**src/rtl/strobe_bank_pkg.sv**
```systemverilog
// Shared constants and elaboration-time helpers for the strobe bank.
// Assumes rates are given in Hz and the core frequency is at least twice
// the fastest rate; smaller periods are clamped to 2 cycles.
package strobe_bank_pkg;

    localparam int NUM_RATES = 3;

    typedef enum logic [1:0] {
        RATE_FAST = 2'd0,
        RATE_MID  = 2'd1,
        RATE_SLOW = 2'd2
    } rate_sel_e;

    // Number of core cycles between strobes for one rate generator.
    function automatic int unsigned period_cycles(int unsigned core_hz,
                                                  int unsigned rate_hz);
        int unsigned p;
        p = (rate_hz == 0) ? 2 : core_hz / rate_hz;
        return (p < 2) ? 2 : p;
    endfunction

    // Counter width able to hold period-1.
    function automatic int unsigned cnt_width(int unsigned period);
        return (period > 2) ? $clog2(period) : 1;
    endfunction

    // Generator index selected by a two-bit selector field (3 folds onto slow).
    function automatic int unsigned rate_index(logic [1:0] sel);
        return (sel >= 2'(RATE_SLOW)) ? 2 : int'(sel);
    endfunction

endpackage

```
**src/rtl/strobe_rate_counter.sv**
```systemverilog
// One free-running rate generator. It counts core cycles 0..PERIOD-1 and
// raises a registered tick for the single cycle that follows the terminal
// count. Assumes PERIOD >= 2, so the tick is never high twice in a row.
module strobe_rate_counter #(
    parameter int unsigned PERIOD = 2
) (
    input  logic clk,
    input  logic rst_n,
    output logic tick_o
);

    localparam int unsigned    CW   = strobe_bank_pkg::cnt_width(PERIOD);
    localparam logic [CW-1:0]  LAST = CW'(PERIOD - 1);

    logic [CW-1:0] cnt_q;

    // Advance the counter, wrap at the terminal value and flag the wrap.
    always_ff @(posedge clk) begin
        if (!rst_n) begin
            cnt_q  <= '0;
            tick_o <= 1'b0;
        end else if (cnt_q == LAST) begin
            cnt_q  <= '0;
            tick_o <= 1'b1;
        end else begin
            cnt_q  <= cnt_q + 1'b1;
            tick_o <= 1'b0;
        end
    end

endmodule

```
**src/rtl/strobe_mask_reg.sv**
```systemverilog
// Entry register for the power-management mask. It decouples the mask
// source from the gating logic; a change applies from the next edge on.
module strobe_mask_reg #(
    parameter int W = 4
) (
    input  logic         clk,
    input  logic         rst_n,
    input  logic [W-1:0] mask_i,
    output logic [W-1:0] mask_q
);

    // Capture the mask each edge; reset leaves every subsystem unmasked.
    always_ff @(posedge clk) begin
        if (!rst_n) mask_q <= '0;
        else        mask_q <= mask_i;
    end

endmodule

```
**src/rtl/strobe_router.sv**
```systemverilog
// Connects each subsystem to its chosen rate generator and gates the
// strobe with the registered mask bit. Purely combinational, and fed only
// by registers, so each output is a clean one-cycle pulse.
module strobe_router #(
    parameter int                    NUM_SUBSYS  = 4,
    parameter logic [2*NUM_SUBSYS-1:0] SUBSYS_RATE = '0
) (
    input  logic [strobe_bank_pkg::NUM_RATES-1:0] tick_i,
    input  logic [NUM_SUBSYS-1:0]                 mask_i,
    output logic [NUM_SUBSYS-1:0]                 ce_o
);

    for (genvar i = 0; i < NUM_SUBSYS; i++) begin : g_sub
        localparam int unsigned SRC =
            strobe_bank_pkg::rate_index(SUBSYS_RATE[2*i +: 2]);
        // Gate the selected tick with this subsystem's mask bit.
        assign ce_o[i] = tick_i[SRC] & ~mask_i[i];
    end

endmodule

```
**src/rtl/strobe_bank.sv**
```systemverilog
// Multi-rate clock-enable strobe bank. Three rate generators share the
// core clock; a router hands one to each subsystem, gated by a registered
// power-management mask. Assumes every output is used as an enable only.
module strobe_bank #(
    parameter int unsigned             CORE_HZ     = 54_000_000,
    parameter int unsigned             FAST_HZ     = 10_000,
    parameter int unsigned             MID_HZ      = 10,
    parameter int unsigned             SLOW_HZ     = 1,
    parameter int                      NUM_SUBSYS  = 4,
    parameter logic [2*NUM_SUBSYS-1:0] SUBSYS_RATE = 8'b00_10_01_00
) (
    input  logic                  clk,
    input  logic                  rst_n,
    input  logic [NUM_SUBSYS-1:0] pm_mask_i,
    output logic [NUM_SUBSYS-1:0] ce_o
);

    import strobe_bank_pkg::*;

    logic [NUM_RATES-1:0]  rate_tick;
    logic [NUM_SUBSYS-1:0] mask_q;

    for (genvar r = 0; r < NUM_RATES; r++) begin : g_rate
        localparam int unsigned HZ =
            (r == 0) ? FAST_HZ : (r == 1) ? MID_HZ : SLOW_HZ;
        strobe_rate_counter #(
            .PERIOD (period_cycles(CORE_HZ, HZ))
        ) u_cnt (
            .clk    (clk),
            .rst_n  (rst_n),
            .tick_o (rate_tick[r])
        );
    end

    strobe_mask_reg #(
        .W (NUM_SUBSYS)
    ) u_mask (
        .clk    (clk),
        .rst_n  (rst_n),
        .mask_i (pm_mask_i),
        .mask_q (mask_q)
    );

    strobe_router #(
        .NUM_SUBSYS  (NUM_SUBSYS),
        .SUBSYS_RATE (SUBSYS_RATE)
    ) u_route (
        .tick_i (rate_tick),
        .mask_i (mask_q),
        .ce_o   (ce_o)
    );

endmodule

```
**config.mk**
```make
export PLATFORM = sky130hd
export DESIGN_NAME = strobe_bank
export DESIGN_NICKNAME = d
export VERILOG_FILES = /design/src/rtl/strobe_bank_pkg.sv /design/src/rtl/strobe_rate_counter.sv /design/src/rtl/strobe_mask_reg.sv /design/src/rtl/strobe_router.sv /design/src/rtl/strobe_bank.sv
export SDC_FILE = /design/constraint.sdc
export NUM_CORES = 1
export LEC_CHECK = 0
export BUFFER_PORTS_ARGS = -buffer_cell sky130_fd_sc_hd__buf_4
export CORE_UTILIZATION = 55
export CTS_CLUSTER_DIAMETER = 100
export DETAILED_ROUTE_END_ITERATION = 8
export GPL_TIMING_DRIVEN = 0
export PLACE_DENSITY = 0.71
export SYNTH_ARGS = -nofsm -noshare
export SYNTH_HDL_FRONTEND = slang
export SYNTH_SLANG_ARGS = --single-unit
```
**constraint.sdc**
```tcl
create_clock -name clk -period 2.1 [get_ports clk]
set_input_delay 0.42 -clock clk [delete_from_list [all_inputs] [get_ports clk]]
set_output_delay 0.42 -clock clk [all_outputs]
set_load 0.05 [all_outputs]
```
==> summary.md <==
| Metric | Value |
|---|---|
| Hold path start | pm_mask_i[3] |
| TritonCTS Sinks | 69 |
| Area leader, netlist | dfxtp_1 |
| Core area | 5200 um2 |
| Met1 Resource Use GR | 27.8% |
| Synthesized area | 3050 um2 |
| Initial antenna violation count | 0 |
| Final setup vio count | 0 |
| Crit path launch type | register |
| Worst EP arrival | 2.23 ns |
| Cell count after synthesis | 349 |
| Internal power | 0.00210 W |
| R2R cell count | 7 |
| Sequential fraction of the synthesis area | 45.4% |
| Max-cap violations | 0 |
| Adder-cell area share of the yosys netlist | 1.23% |
| Synth Area in Compound Gates | 9.53% |
| Synth Area in Simple Gates | 31.8% |
| Crit Reg-Reg Endpoint | g_rate[1].u_cnt.cnt_q[3] |
| # DRC | 0 |
| 1st-pass router iterations | 4 |
| Tot Pwr | 0.00267 W |
| GR Util met2 | 34.9% |
| Worst endpoint required time | 2.34 ns |
| GRT Max-Usage Layer | met2 |
| Mux cell area share after synthesis | 0% |
| Run status | finished clean |
| Final hold vios | 0 |
| Util after Layout | 67.5% |
| Most frequent cells in the layout | 69 x dfxtp_1, 46 x nor2_1, 22 x nand2_1, 22 x a21oi_1, 20 x nand4_1 |
| Reg clk slew, reported paths | 0.07 ns |
| Post-synthesis xor/xnor area fraction | 9.20% |
| Chip height | 76.4 um |
| Max Clk Rate | 503 MHz |
| Sequential share of power | 50.6% |
| Sw frac | 21.3% |
| Ys async rst share | 0% |
| Combinational family with the most area after synthesis | simple AND/OR/NAND/NOR gates |
| H-tree depth | 3 |
| RSZ-0062 raised after global routing | false |
| Grt total ovfl | 0 |
| Hpwl dp | 3.97 mm |
| Post-synthesis cell type count | 33 |
| Vias/cell | 5.76 |
| CTS tree | done |
| Routability Congestion | 0.774 |
| Crit path max fanout | 10 |
| Number of flops mapped to enable cells by yosys | 0 |
| Latest clock arrival within the worst-skew pair | 0.35 ns |
| Max VDD drop | 0.528 mV |
| Share of cells above drive strength 1 | 10.9% |
| Setup CP Type | register to register |
| Sw Pwr | 0.000567 W |
| Yosys reg bits | 69 |
| Power share of the clock group | 46.6% |
| Hold Crit Class | input pin to register |
| Final net count | 381 |
| Hold EP | u_mask.mask_q[3] |
| Critical R2R Launch | g_rate[1].u_cnt.cnt_q[0] |
| CTS Buffer Depth | 2 |
| Worst setup margin | 0.111 ns |
| R2R setup slack | 0.11 ns |
| CTS Root Cell | clkbuf_8 |
| Fill cells | 426 |
| Top-Level Pins | 10 |
| Vias in the first global route | 2360 |
| Critical Path End Type | register |
| Synth-to-layout area growth | 15.3% |
| Clock skew | 0.00608 ns |
| Diode count | 0 |
| Synth top area cells | dfxtp_1 45%, nor2_1 5.7%, xor2_1 5.2% |
| Hold Slack | 0.276 ns |
| Die area | 5840 um2 |
| Leakage | 1.20 nW |
| Top-area cell type share of the netlist area | 45.4% |
| Initial DRC count | 129 |
| CTS Hold Bufs | 0 |
| Vias | 2573 |
| CTS Buf Count | 9 |
| Synthesized area per cell | 8.73 um2 |
| Worst rel slew slack | 71.7% |
| Pin count of the biggest net entering global routing | 13 |
| Drt total wl | 6.07 mm |
| Pwr Density | 759 nW/um2 |
| First-pass GRT wire length | 10.3 mm |
| Die X | 76.4 um |
| Most common cell after layout, fill and taps aside | dfxtp_1 |
| Average wire per standard cell | 13.6 um |
| Final Slew Violations | 0 |
| Post-route cell area | 3510 um2 |
| WHS Path Cells | 2 |
| Tmin final | 1.99 ns |
| Synth Flop Type | dfxtp_1 |
| YS warnings | 0 |
| Post-synth net total | 358 |
| Fin crit share | 94.7% |
| Row cnt | 26 |
| Port Buffers | 9 |
| Post-DP Area | 3200 um2 |
| Worst-Margin Slew | 0.424 ns |
| GR Util All Layers | 22.1% |
| Antenna Violating Nets Remaining | 0 |
| Comb power frac | 2.7% |
| Initial Util | 58.5% |
| Place WS | -0.127 ns |
| Met3 Use GR | 7.07% |
-- power groups by stage --
stage	registers [W]	logic, W	clock network [W]
after global routing	0.00135	0.0000829	0.00133
after CTS	0.00135	0.0000695	0.00127
after global placement	0.00138	0.0000668	0
after detailed placement	0.00138	0.0000681	0
after floorplan	0.00137	0.0000462	0
final	0.00135	0.0000727	0.00124
-- cell type report --
class	count	area (um2)	area share, %
inverters	9	33.8	0.962
clock buffers	11	151	4.31
well taps	70	87.6	2.49
plain buffers	12	61.3	1.75
clock inverters	5	81.3	2.32
multi-input cells	259	1620	46.3
repair buffers	12	90.1	2.57
flip-flops and latches	69	1380	39.3
-- critical path: stages (launching register included) --
cell     delay [ns]
dfxtp_1        0.38
ha_1           0.20
and3_1         0.15
buf_2          0.16
nand3_1        0.17
o41ai_4        0.49
buf_4          0.26
nor2_1         0.07
-- through the flow --
stage / TNS [ns] / instances
3_3_place_gp: -1.98 / 428
6_report: 0 / 447
3_5_place_dp: -3.06 / 428
5_1_grt: 0 / 447
4_1_cts: 0 / 444
2_1_floorplan: 0 / 349
-- state kept, by name (all words and copies together) (netlist names) --
| name | cells |
|---|---|
| g_rate.u_cnt.cnt_q | 62 |
| g_rate.u_cnt.tick_o | 3 |
| u_mask.mask_q | 4 |
-- timing repair --
item                                    4_1_cts  5_1_grt
pin swaps                                     0        2
hold endpoints to repair                      0        0
buffers inserted                              0        3
endpoints found under the setup margin       40       42
resized for setup                             2       10
gates cloned                                  0        0
-- cells by family after synthesis --
group,after synthesis
buf+inv,21
xor+xnor,32
fa+ha+maj,3
flops,69
compound gates,49
simple gates,175
-- worst max path at each step --
stage / startpoint / to / slack, ns / depth (start not counted)
after floorplan: g_rate[1].u_cnt.cnt_q[0] / g_rate[1].u_cnt.cnt_q[2] / 0.25 / 7
after global placement: g_rate[1].u_cnt.cnt_q[0] / g_rate[1].u_cnt.cnt_q[3] / -0.07 / 7
after detailed placement: g_rate[1].u_cnt.cnt_q[0] / g_rate[1].u_cnt.cnt_q[3] / -0.13 / 7
after CTS: g_rate[1].u_cnt.cnt_q[0] / g_rate[1].u_cnt.cnt_q[3] / 0.04 / 7
after global routing: g_rate[1].u_cnt.cnt_q[0] / g_rate[1].u_cnt.cnt_q[20] / 0.006 / 7
final: g_rate[1].u_cnt.cnt_q[0] / g_rate[1].u_cnt.cnt_q[3] / 0.11 / 7
-- Yosys cell counts, drive strengths merged (8+ instances only) --
library cell,instances
xnor2,14
and3,8
nand3,19
o31ai,10
a21oi,22
nor2,46
inv,9
nand4,21
or4,13
or3,13
nand2,22
o21ai,10
xor2,18
dfxtp,69
-- layer usage --
layer / part of all wire (%) / wire length (um)
met2: 45 / 2750
met4: 1.4 / 87
met5: 0 / 0
met1: 49 / 2960
met3: 4.5 / 272
No activity file was read; power rests on OpenSTA's default activity.
